[config.mk]
export PLATFORM = sky130hd
export DESIGN_NAME = sct_top
export DESIGN_NICKNAME = d
export VERILOG_FILES = /design/src/rtl/sct_pkg.sv /design/src/rtl/sct_counter.sv /design/src/rtl/sct_channel.sv /design/src/rtl/sct_top.sv
export SDC_FILE = /design/constraint.sdc
export NUM_CORES = 1
export LEC_CHECK = 0
export BUFFER_PORTS_ARGS = -buffer_cell sky130_fd_sc_hd__clkbuf_2
export CORE_MARGIN = 3
export CORE_UTILIZATION = 65
export CTS_CLUSTER_SIZE = 25
export DETAILED_ROUTE_END_ITERATION = 8
export PLACE_DENSITY_LB_ADDON = 0.1
export SYNTH_ARGS = -nofsm -noshare
export SYNTH_HDL_FRONTEND = slang
export SYNTH_SLANG_ARGS = --single-unit
[constraint.sdc]
create_clock -name clk_i -period 11.25 [get_ports clk_i]
set_input_delay 1.125 -clock clk_i [delete_from_list [all_inputs] [get_ports clk_i]]
set_output_delay 1.125 -clock clk_i [all_outputs]
set_load 0.1 [all_outputs]
[src/rtl/sct_pkg.sv]
package sct_pkg;
  localparam int unsigned OFF_CFG  = 'h00;
  localparam int unsigned OFF_CNT  = 'h08;
  localparam int unsigned OFF_VIEW = 'h10;
  localparam int unsigned OFF_CMP0 = 'h20;
  localparam int unsigned BIT_ZCMP = 9;
  localparam int unsigned BIT_RUN  = 12;
  localparam int unsigned BIT_ONCE = 13;
endpackage

[src/rtl/sct_counter.sv]
module sct_counter #(
  parameter int unsigned CNT_W  = 31,
  parameter int unsigned VIEW_W = 16,
  parameter int unsigned SCL_W  = 4
) (
  input  logic              clk_i,
  input  logic              rst_ni,
  input  logic              en_i,
  input  logic [SCL_W-1:0]  scale_i,
  input  logic              raw_we_i,
  input  logic              view_we_i,
  input  logic [CNT_W-1:0]  raw_wdata_i,
  input  logic [VIEW_W-1:0] view_wdata_i,
  input  logic              zero_i,
  output logic [CNT_W-1:0]  cnt_o,
  output logic [VIEW_W-1:0] view_o,
  output logic              carry_o
);
  logic [CNT_W-1:0] cnt_q, cnt_d, view_ld;

  assign view_ld = CNT_W'(view_wdata_i) << scale_i;
  assign carry_o = en_i && (&cnt_q) && !raw_we_i && !view_we_i && !zero_i;

  always_comb begin
    cnt_d = cnt_q;
    if (raw_we_i)       cnt_d = raw_wdata_i;
    else if (view_we_i) cnt_d = view_ld;
    else if (zero_i)    cnt_d = '0;
    else if (en_i)      cnt_d = cnt_q + 1'b1;
  end

  always_ff @(posedge clk_i or negedge rst_ni)
    if (!rst_ni) cnt_q <= '0;
    else         cnt_q <= cnt_d;

  assign cnt_o  = cnt_q;
  assign view_o = VIEW_W'(cnt_q >> scale_i);


  cnt_hold_chk: assert property (@(posedge clk_i) disable iff (!rst_ni)
    (!en_i && !raw_we_i && !view_we_i && !zero_i) |=> $stable(cnt_q));

  cnt_inc_chk: assert property (@(posedge clk_i) disable iff (!rst_ni)
    (en_i && !raw_we_i && !view_we_i && !zero_i) |=> (cnt_q == $past(cnt_q) + 1'b1));
endmodule

[src/rtl/sct_channel.sv]
module sct_channel #(
  parameter int unsigned VIEW_W = 16
) (
  input  logic              clk_i,
  input  logic              rst_ni,
  input  logic [VIEW_W-1:0] view_i,
  input  logic              cmp_we_i,
  input  logic [VIEW_W-1:0] cmp_wdata_i,
  input  logic              pend_we_i,
  input  logic              pend_wbit_i,
  output logic [VIEW_W-1:0] cmp_o,
  output logic              hit_o,
  output logic              pend_o
);
  logic [VIEW_W-1:0] cmp_q;
  logic              pend_q;

  assign hit_o = view_i >= cmp_q;

  always_ff @(posedge clk_i or negedge rst_ni)
    if (!rst_ni) begin
      cmp_q  <= '0;
      pend_q <= 1'b0;
    end else begin
      if (cmp_we_i) cmp_q <= cmp_wdata_i;
      // hardware set wins over a software write
      if (hit_o)          pend_q <= 1'b1;
      else if (pend_we_i) pend_q <= pend_wbit_i;
    end

  assign cmp_o  = cmp_q;
  assign pend_o = pend_q;


  pend_set_chk: assert property (@(posedge clk_i) disable iff (!rst_ni)
    hit_o |=> pend_q);

  pend_clr_chk: assert property (@(posedge clk_i) disable iff (!rst_ni)
    (pend_we_i && !pend_wbit_i && !hit_o) |=> !pend_q);
endmodule

[src/rtl/sct_top.sv]
module sct_top
  import sct_pkg::*;
#(
  parameter int unsigned NCH    = 4,
  parameter int unsigned CNT_W  = 31,
  parameter int unsigned VIEW_W = 16,
  parameter int unsigned SCL_W  = 4,
  parameter int unsigned ADDR_W = 8
) (
  input  logic              clk_i,
  input  logic              rst_ni,
  input  logic              req_i,
  input  logic              we_i,
  input  logic [ADDR_W-1:0] addr_i,
  input  logic [31:0]       wdata_i,
  output logic [31:0]       rdata_o,
  output logic [NCH-1:0]    irq_o
);
  localparam int unsigned PEND_LSB = 32 - NCH;

  logic              wr, cfg_we, raw_we, view_we;
  logic [SCL_W-1:0]  scale_q;
  logic              zcmp_q, run_q, once_q;
  logic              en, zero_fire, carry;
  logic [CNT_W-1:0]  cnt;
  logic [VIEW_W-1:0] view;
  logic [NCH-1:0]    hit, pend, cmp_we;
  logic [VIEW_W-1:0] cmp [NCH];

  assign wr      = req_i && we_i;
  assign cfg_we  = wr && (addr_i == ADDR_W'(OFF_CFG));
  assign raw_we  = wr && (addr_i == ADDR_W'(OFF_CNT));
  assign view_we = wr && (addr_i == ADDR_W'(OFF_VIEW));
  assign en        = run_q || once_q;
  assign zero_fire = zcmp_q && hit[0];

  always_ff @(posedge clk_i or negedge rst_ni)
    if (!rst_ni) begin
      scale_q <= '0;
      zcmp_q  <= 1'b0;
      run_q   <= 1'b0;
      once_q  <= 1'b0;
    end else if (cfg_we) begin
      scale_q <= wdata_i[SCL_W-1:0];
      zcmp_q  <= wdata_i[BIT_ZCMP];
      run_q   <= wdata_i[BIT_RUN];
      once_q  <= wdata_i[BIT_ONCE];
    end else if (carry || zero_fire) begin
      once_q  <= 1'b0;
    end

  sct_counter #(.CNT_W(CNT_W), .VIEW_W(VIEW_W), .SCL_W(SCL_W)) u_cnt (
    .clk_i, .rst_ni,
    .en_i(en), .scale_i(scale_q),
    .raw_we_i(raw_we), .view_we_i(view_we),
    .raw_wdata_i(wdata_i[CNT_W-1:0]), .view_wdata_i(wdata_i[VIEW_W-1:0]),
    .zero_i(zero_fire),
    .cnt_o(cnt), .view_o(view), .carry_o(carry)
  );

  for (genvar i = 0; i < NCH; i++) begin : g_ch
    assign cmp_we[i] = wr && (addr_i == ADDR_W'(OFF_CMP0 + 4 * i));
    sct_channel #(.VIEW_W(VIEW_W)) u_ch (
      .clk_i, .rst_ni,
      .view_i(view),
      .cmp_we_i(cmp_we[i]), .cmp_wdata_i(wdata_i[VIEW_W-1:0]),
      .pend_we_i(cfg_we), .pend_wbit_i(wdata_i[PEND_LSB + i]),
      .cmp_o(cmp[i]), .hit_o(hit[i]), .pend_o(pend[i])
    );
  end

  always_comb begin
    rdata_o = '0;
    if (addr_i == ADDR_W'(OFF_CFG)) begin
      rdata_o[SCL_W-1:0]          = scale_q;
      rdata_o[BIT_ZCMP]           = zcmp_q;
      rdata_o[BIT_RUN]            = run_q;
      rdata_o[BIT_ONCE]           = once_q;
      rdata_o[PEND_LSB +: NCH]    = pend;
    end else if (addr_i == ADDR_W'(OFF_CNT)) begin
      rdata_o = 32'(cnt);
    end else if (addr_i == ADDR_W'(OFF_VIEW)) begin
      rdata_o = 32'(view);
    end
    for (int i = 0; i < NCH; i++)
      if (addr_i == ADDR_W'(OFF_CMP0 + 4 * i)) rdata_o = 32'(cmp[i]);
  end

  assign irq_o = pend;


  zero_cmp_chk: assert property (@(posedge clk_i) disable iff (!rst_ni)
    (zero_fire && !raw_we && !view_we) |=> (cnt == '0));

  once_clr_chk: assert property (@(posedge clk_i) disable iff (!rst_ni)
    ((carry || zero_fire) && !cfg_we) |=> !once_q);

  run_keep_chk: assert property (@(posedge clk_i) disable iff (!rst_ni)
    (run_q && !cfg_we) |=> run_q);
endmodule

==> Yosys cells after proc, flatten, opt, wreduce, memory -nomap -nowiden <==
Index checks and enable logic that the tools add are counted.
W data, S select, Z words.
{ "op_classes": {"add_sub_neg": 1, "order_cmp": 4, "eq_ne": 6, "shift": 2, "n_mux": 27, "n_reduce_logical": 26} }
{ "ops": {"columns": ["cell", "count"], "rows": [
  ["$mux W32", 5],
  ["$mux W31", 4],
  ["$ge A16 B16 Y1", 4],
  ["$eq A8 B6 Y1 const B", 4],
  ["$add A31 B1 Y31 const B", 1],
  ["$reduce_and A31 Y1", 1],
  ["$shl A16 B4 Y31", 1],
  ["$shr A31 B4 Y16", 1],
  ["$mux W16", 1],
  ["$mux W14", 1],
  ["$logic_and A1 B1 Y1", 13],
  ["$mux W1", 11],
  ["$reduce_bool A2 Y1", 5],
  ["$eq A8 B4 Y1 const B", 1],
  ["$eq A8 B5 Y1 const B", 1],
  ["$logic_not A8 Y1", 1],
  ["$mux W4", 2],
  ["$mux W5", 1],
  ["$mux W2", 2],
  ["$reduce_bool A4 Y1", 1],
  ["$logic_not A1 Y1", 3],
  ["$logic_or A1 B1 Y1", 2]
]} }
{ "totals": {"ff_bits": 106, "elab_cells": 79} }

==> Logic depth before layout (Yosys ltp) <==
Gate-level depths: netlist (run 1).
{ "logic_depth": {"depth_word": 9, "depth_mapped": 18, "ltp_nobuf": 13} }

==> Cells and area by module <==
From an unflattened synthesis (run 1), not the netlist that was laid out.
{ "hier_totals": {"hier_cells": 1179, "area_unflattened_um2": 9857.0} }
{ "modules_own_cells": {"columns": ["module", "instances", "cells_per_inst", "area_per_inst_um2", "seq_area_each_um2"], "rows": [
  ["sct_counter", 1, 548, 4314.1, 775.7],
  ["sct_channel", 4, 109, 1007.2, 425.4],
  ["sct_top", 1, 195, 1514.0, 175.2]
]} }

==> Worst setup path before layout (run 1) <==
No wires, ideal clock.
{ "synth_path": {"path_kind": "in2out", "start": "in addr_i[1]", "end": "out rdata_o[31]", "t_arrival_ns": 5.587, "required_ns": 10.125, "setup_slack_ns": 4.538, "stages": 6, "n_path_buf": 3, "cell_sequence": "or4_4 buf_6 or3_1 buf_6 clkbuf_1 nor4b_1"} }
{ "synth_between": {"elab_chain_len": 6, "elab_cells_between_ends": 10, "cone_classes": "eq/ne: 4; mux: 5; reduce/logical: 1"} }
{ "synth_rtl": {"columns": ["element", "line", "text"], "rows": [
  ["start: declaration", "sct_top.sv:14", "input logic [ADDR_W-1:0] addr_i,"],
  ["$logic_not A8 Y1", "sct_top.sv:74", "if (addr_i == ADDR_W'(OFF_CFG)) begin"],
  ["$mux W4", "sct_top.sv:74", null],
  ["$mux W32 (3 in a row)", "sct_top.sv:86", "if (addr_i == ADDR_W'(OFF_CMP0 + 4 * i)) rdata_o = 32'(cmp[i]);"],
  ["$mux W32 (*)", "sct_top.sv:86", null],
  ["end: declaration", "sct_top.sv:16", "output logic [31:0] rdata_o,"]
]} }
Mark *: on every way between the ends. The rest lies on a longest branch, timed or not.

==> Worst setup path after layout (run 1) <==
{ "layout_path": {"start": "in addr_i[1]", "end": "out rdata_o[0]"} }
{ "layout_between": {"elab_chain_len": 8, "elab_cells_between_ends": 14, "cone_classes": "eq/ne: 6; mux: 7; reduce/logical: 1"} }
{ "layout_rtl": {"columns": ["element", "line", "text"], "rows": [
  ["$eq A8 B5 Y1", "sct_top.sv:82", "end else if (addr_i == ADDR_W'(OFF_VIEW)) begin"],
  ["$mux W16", "sct_top.sv:82", null],
  ["$mux W32", "sct_top.sv:80", "end else if (addr_i == ADDR_W'(OFF_CNT)) begin"],
  ["$mux W4", "sct_top.sv:74", null],
  ["$mux W32 (3 in a row)", "sct_top.sv:86", null],
  ["$mux W32 (*)", "sct_top.sv:86", null]
]} }
Marks and branches as above.

==> results of run 1 <==
worst register-to-register path: cells and delay by family (launching register included):
family	cells	cell delay (ns)
compound gates	7	2.98
mux	1	0.52
fa+ha+maj	1	0.36
flops	1	0.34
buf+inv	2	1.20
simple gates	1	0.05
worst paths after layout:
path,slack [ns],to
max,5.69,rdata_o[0]
min,0.51,g_ch[0].u_ch.cmp_o[1]
max reg2reg,5.70,u_cnt.cnt_o[2]
min reg2reg,0.51,g_ch[0].u_ch.cmp_o[1]
max in group asynchronous,9.18,scale_q[0]
min in group asynchronous,0.73,g_ch[2].u_ch.cmp_o[2]
layout make-up:
type                    count  area (sq um)  share of cell area [%]
clock buffers               9           225                    2.20
flip-flops and latches    106          2650                    25.9
well taps                 180           225                    2.20
multi-input cells         861          6230                    60.8
clock inverters             7          93.8                   0.917
inverters                  78           293                    2.86
repair buffers             95           518                    5.06
where the power goes:
| group | switching, mW | internal [mW] |
|---|---|---|
| clock network | 0.181 | 0.163 |
| logic | 0.164 | 0.0733 |
| registers | 0.0160 | 0.395 |
| total | 0.360 | 0.631 |
cells in the mapped netlist, drive strengths merged, types with 10 or more instances:
cell type  count  area, sq um
and3          26          163
a31oi         24          150
ha            65          813
mux2i         57          571
o21ai         90          454
nor2          50          195
a21o          18          135
o21a          17          128
and2          10         62.6
a22oi         18          140
nand2        141          529
a221oi        16          146
mux2          51          574
mux4          17          383
dfrtp        106         2650
clkbuf        57          216
nand3         22          115
nor3          21          115
a21oi         75          383
o31ai         18          135
a211oi        16          120
buf           32          188
inv           77          289
o22ai         15         93.8
cells by family after synthesis:
family          after synthesis
flops                       106
fa+ha+maj                    65
mux                         125
simple gates                318
xor+xnor                      1
compound gates              352
buf+inv                     167
routing by layer:
metal,vias up,GRT usage [%]
li1,4196,-
met1,4516,53.3
met2,617,59.4
met3,105,9.87
met4,0,13.4
met5,-,0
registers in the layout, indices dropped and copies added, names as in the netlist:
signal            count
g_ch.u_ch.pend_o      4
scale_q               4
u_cnt.cnt_o          31
run_q                 1
g_ch.u_ch.cmp_o      64
zcmp_q                1
once_q                1
metrics by stage:
step / power (mW) / hold slack, ns / setup slack (ns)
CTS: 0.982 / 0.512 / 5.80
global placement: 0.640 / 0.487 / 5.85
global route: 1.02 / 0.523 / 5.53
detailed placement: 0.644 / 0.493 / 5.81
finish: 0.991 / 0.507 / 5.69
floorplan: 0.565 / 0.479 / 4.54
==> results.md, run 1 <==
* Worst R2R Start: scale_q[2]
* Root buffer cell: clkbuf_16
* Post-layout util at 72.3%
* VDD IR max at 104 uV
* Worst Hold Launch: g_ch[0].u_ch.cmp_o[1]
* Max Used Layer: met4
* Max Root-Sink Buffers at 2
* TritonCTS sink count at 106
* Synth Area in Compound Gates at 23.9%
* Commonest non-fill, non-tap cell in the layout: nand2_1
* Post-synthesis net count at 1243
* R2R depth at 12
* Grt total ovfl at 0
* Cells after Synth at 1134
* CP Buf/Inv Count at 3
* Initial antenna violation count at 0
* Worst setup path startpoint: addr_i[1]
* Slew Viols, Final at 0
* Highest-count cells in the layout ignoring fill and taps: nand2_1 (141), dfrtp_1 (105), o21ai_0 (88)
* Actual slew at the worst max-slew pin at 1.37 ns
* Htree depth at 3
* Aggregate global-route resource usage at 38.6%
* DRT antenna net count at 0
* Met3 wire length at 3650 um
* Cts repair resizes at 0
* Startpoint types: primary input
* Via density at 7.06
* PD cells at 96.9 nW/um^2
* Unrepaired setup endpoints after global routing: no
* Synth unique cells at 75
* # IOs at 80
* #FFs+latches synth at 106
* Number of cell rows at 43
* Worst-Skew Late Latency at 0.38 ns
* Seq/Total Area, Yosys at 27.7%
* Post-synthesis mux area share at 16.0%
* Max Freq at 0.180 GHz
* CP Cell Sequence: clkbuf_2 -> or4_4 -> or3_1 -> buf_4 -> nor2_1 -> and2_1 -> o2bb2ai_1 -> o211ai_1 -> o211ai_1 -> clkbuf_2
* # hold bufs at CTS at 0
* Clock-pin slew on the worst setup and hold paths at 0.08 ns
* TNS Setup at 0 ns
* Crit-path max FO at 16
* Synthesis warning total at 0
* Number of synthesized flops with an enable pin at 0
* Hold Crit Depth at 1
* Synthesized area at 9560 sq um
* DRT met1 WL at 12700 um
* Crit end category: output pin
* DP HPWL at 22700 um
* Rel. slew slack at 8.53%
* Residual DRC at 0
* Family with the most delay on the worst path: simple AND/OR/NAND/NOR gates
* Clock skew at 0.0108 ns
* First-pass GRT wire length at 49200 um
* WP depth at 10
* Layout cells sized above 1 at 17.6%
* Ys flop type: dfrtp_1
* First-pass detailed-route iteration total at 6
* Diode count at 0
* DIE WIDTH at 127 um
* Fill cells at 1142
* Status: finished, final reports clean
* XOR/XNOR Fraction of Synth Area at 0.0916%
* Core area at 14100 sq um
* DRT iter0 DRCs at 1259
* CTS Buf Count at 9
* Initial Util at 67.6%
* Via count at 9434
* Largest net degree at the start of global routing at 64
* Post-Synth Adder-Cell Area at 8.50%
* Die footprint at 16200 sq um
* Finished Layout Cells at 1336
* Worst endpoint data arrival time at 4.43 ns
* Port bufs at 79
* Critical path class: in -> out
* P_leak at 4.65 nW
* Layout Nets at 1260
* Detailed Route WL at 31200 um
* Post-synthesis simple-gate area fraction at 16.5%
* Ys async rst share at 100%
* Met2 wire length at 13700 um
* Mapped Avg Cell Area at 8.43 sq um
* CP max-delay cell: nor2_1
* CP max stage delay at 0.79 ns
* Final hold vios at 0
* Synthesis-to-finish area growth at 7.03%
* CTS tree: done
* Drt wl/cell at 23.4 um
* GPL Wtd Cong at 0.998
* Post-route cell area at 10200 sq um
* Setup violations, final at 0
* Via count of the first global-routing pass at 8840
* Post-CTS setup buffer count at 0
* Die Y at 127 um
* Placed cell areas at 9920 sq um
* Worst EP required at 10.13 ns
* Largest family of logic cells by synthesized area: compound AO/OA/AOI/OAI gates
* Max Cap Viol at 0
* Inst Count DP at 1320
* Period utilization at 49.4%
* Worst min-delay path category: reg -> reg
* Min cycle time layout at 5.56 ns
No activity file was read; power rests on OpenSTA's default activity.
==> run 2, diff against run 1 <==
--- a/config.mk
+++ b/config.mk
@@ -5,9 +5,10 @@
 export SDC_FILE = /design/constraint.sdc
 export NUM_CORES = 1
 export LEC_CHECK = 0
+export ABC_AREA = 1
 export BUFFER_PORTS_ARGS = -buffer_cell sky130_fd_sc_hd__clkbuf_2
 export CORE_MARGIN = 3
-export CORE_UTILIZATION = 65
+export CORE_UTILIZATION = 62
 export CTS_CLUSTER_SIZE = 25
 export DETAILED_ROUTE_END_ITERATION = 8
 export PLACE_DENSITY_LB_ADDON = 0.1
==> constraint.sdc (replaced) <==
create_clock -name clk_i -period 5.59 [get_ports clk_i]
set_input_delay 0.559 -clock clk_i [delete_from_list [all_inputs] [get_ports clk_i]]
set_output_delay 0.559 -clock clk_i [all_outputs]
set_load 0.1 [all_outputs]
==> run 2 against run 1 <==
  * Via count rose by 23%
  * Combinational power rose to 4.4 times the previous value
  * Total power rose to 2.7 times the previous value
  * Clock skew fell by 0.0024 ns
  * Utilization fell by 4.4 points
  * Register-to-register slack got worse by 4.8 ns
  * Critical path depth rose by 10
  * Clock power rose by 110%
  * Largest power group is now combinational logic
==> results.md, run 2 <==
* Layout cells sized above 1 at 8.49%
* Synthesis-to-finish area growth at 6.41%
* Ys flop type: dfrtp_1
* Startpoint types: flip-flop
* Worst-Skew Late Latency at 0.37 ns
* Highest-count cells in the layout ignoring fill and taps: nand2_1 (544), nand3_1 (219), inv_1 (167)
* CP max stage delay at 0.71 ns
* Cells after Synth at 1663
* Initial antenna violation count at 0
* First-pass detailed-route iteration total at 7
* Fill cells at 1506
* Synth unique cells at 38
* Setup violations, final at 0
* Final hold vios at 0
* CP Buf/Inv Count at 4
* Status: finished, final reports clean
* Post-CTS setup buffer count at 0
* Initial Util at 63.9%
* Number of synthesized flops with an enable pin at 0
* Layout Nets at 1788
* Root buffer cell: clkbuf_16
* Placed cell areas at 10600 sq um
* Number of cell rows at 46
* Most frequent cells after synthesis: nand2_1 (544), nand3_1 (219), inv_1 (167), o21ai_0 (112), dfrtp_1 (106)
* Count leader, synth: nand2_1
* Via count of the first global-routing pass at 10.8k
* Diode count at 0
* Post-synthesis net count at 1772
* Htree depth at 3
* Clock-pin slew on the worst setup and hold paths at 0.09 ns
* Family with the most delay on the worst path: simple AND/OR/NAND/NOR gates
* Critical path class: reg -> reg
* Rel. slew slack at 20.3%
* Seq/Total Area, Yosys at 25.9%
* First-pass GRT wire length at 56900 um
* Period utilization at 83.9%
* P_leak at 5.37 nW
* Ys async rst share at 100%
* Die footprint at 18100 sq um
* Flip-flop count of the largest register after layout at 64
* DIE WIDTH at 135 um
* Residual DRC at 0
* TritonCTS sink count at 106
* VDD IR max at 195 uV
* CTS Buf Count at 9
* Max Cap Viol at 0
* Min cycle time layout at 4.69 ns
* PD cells at 249 nW/um^2
* Reg area at 2650 sq um
* Drt wl/cell at 19.0 um
* CP Cell Sequence: buf_4 -> nand2_1 -> o21ai_0 -> inv_1 -> nand2_1 -> nand3_1 -> nand3_1 -> and2_1 -> ha_1 -> nand2_1 -> o21ai_0 -> a21oi_1 -> nand3_1 -> nand2_1 -> buf_4 -> nand3_2 -> nand2_1 -> nand2_1 -> nand2_1 -> inv_1
* Slew Viols, Final at 0
* Cts repair resizes at 0
* Detailed Route WL at 36100 um
* CP max-delay cell: dfrtp_2
* Worst path most repeated cell: nand2_1
* Synthesized area at 10300 sq um
* Crit end category: flip-flop
* DRT antenna net count at 0
* Mapped Avg Cell Area at 6.17 sq um
* CTS tree: done
* # hold bufs at CTS at 0
* Top post-synthesis cells by area: dfrtp_1 (26%), nand2_1 (20%), nand3_1 (11%)
* TNS Setup at 0 ns
* Synthesis warning total at 0
* Actual slew at the worst max-slew pin at 1.18 ns
* GPL Wtd Cong at 1.07
* Core area at 16100 sq um
* Share of the synthesized area in the top cell type at 25.9%
* Synth area leader: dfrtp_1
* #FFs+latches synth at 106
* Unrepaired setup endpoints after global routing: no
* DP HPWL at 27400 um
* Die Y at 135 um
* Clock skew at 0.00843 ns
* Worst min-delay path category: in -> async
* Grt total ovfl at 0
* Int Pwr at 1.52 mW
* Port bufs at 79
* Switching Share at 44.1%
* # IOs at 80
* Area occupied by multi-input gates at 6510 sq um
* Commonest non-fill, non-tap cell in the layout: nand2_1
* Psw at 1.20 mW
* Post-route cell area at 10900 sq um
* Max Root-Sink Buffers at 2
* Comb power frac at 38.2%
* Max Freq at 0.213 GHz
* Via density at 6.10
* Via count at 11.6k
* Clock power share at 26.4%
* DRT iter0 DRCs at 1352
* Worst EP required at 5.86 ns
* Aggregate global-route resource usage at 39.9%
* Largest net degree at the start of global routing at 62
* Crit-path max FO at 56
* Worst endpoint data arrival time at 4.96 ns
* Seq pwr share at 35.4%
[run 2: changes by cell type in the layout (fill, tap and decap cells not counted), sizes merged, moves of 34 or more]
cell   previous run  this run
inv              81       180
nand2           141       546
mux2i            57         0
nand4             6        40
mux2             51         0
nand3            22       223
nor2             50       115
o21ai            90       128
[run 2: per-layer routing]
| layer | share of wire [%] | routed length, um | GRT usage [%] | up-vias |
|---|---|---|---|---|
| met5 | 0 | 0 | 0 | - |
| met1 | 39 | 14200 | 51.9 | 5297 |
| met4 | 5.8 | 2100 | 21.2 | 0 |
| li1 | - | - | - | 5492 |
| met3 | 9.4 | 3380 | 6.93 | 144 |
| met2 | 46 | 16500 | 63.7 | 666 |
[run 2: power by group through the flow]
stage | clock [mW] | combinational (mW) | sequential [mW]
floorplan | 0 | 0.787 | 0.903
global placement | 0 | 0.986 | 0.965
detailed placement | 0 | 1.01 | 0.967
CTS | 0.715 | 1.02 | 0.953
global route | 0.743 | 1.16 | 0.968
finish | 0.717 | 1.04 | 0.961
[run 2: cell type report]
| cell class | instances | area share [%] |
|---|---|---|
| Inverter | 180 | 6.19 |
| Tap cell | 216 | 2.48 |
| Multi-Input combinational cell | 1292 | 59.7 |
| Clock inverter | 7 | 0.860 |
| Clock buffer | 9 | 2.06 |
| Sequential cell | 106 | 24.3 |
| Timing Repair Buffer | 90 | 4.40 |
[run 2: cell families (layout without fill, tap and decap cells)]
kind of cell	Yosys count	after routing	synth area share [%]
AOI/OAI and AO/OA	238	238	12.6
xor gates and xnor gates	10	10	0.854
adders and majority gates	65	65	7.93
buffers and inverters	265	286	10.6
DFF	106	106	25.9
and+or+nand+nor	979	979	42.1
[run 2: path summary, 6_finish.rpt]
path | depth (start not counted) | endpoint | from | slack [ns]
worst max-delay path | 20 | u_cnt.cnt_o[21] | scale_q[0] | 0.90
worst min-delay path | 1 | g_ch[3].u_ch.cmp_o[13] | rst_ni | 0.26
worst max register to register | 20 | u_cnt.cnt_o[21] | scale_q[0] | 0.90
worst min register to register | 2 | g_ch[1].u_ch.cmp_o[8] | g_ch[1].u_ch.cmp_o[8] | 0.50
max in group asynchronous | 2 | u_cnt.cnt_o[6] | rst_ni | 4.16
min in group clk_i | 3 | scale_q[2] | wdata_i[2] | 0.41
[run 2: through the flow]
step / setup slack [ns] / utilization (%) / std cells / power, mW / hold slack [ns]
finish: 0.902 / 67.9 / 1900 / 2.72 / 0.259
global route: 0.519 / 67.9 / 1900 / 2.87 / 0.328
CTS: 1.03 / 67.9 / 1900 / 2.69 / 0.293
detailed placement: 1.07 / 66.0 / 1884 / 1.98 / 0.473
global placement: 1.15 / 66.0 / 1884 / 1.95 / 0.467
floorplan: 1.41 / - / 1663 / 1.69 / 0.263
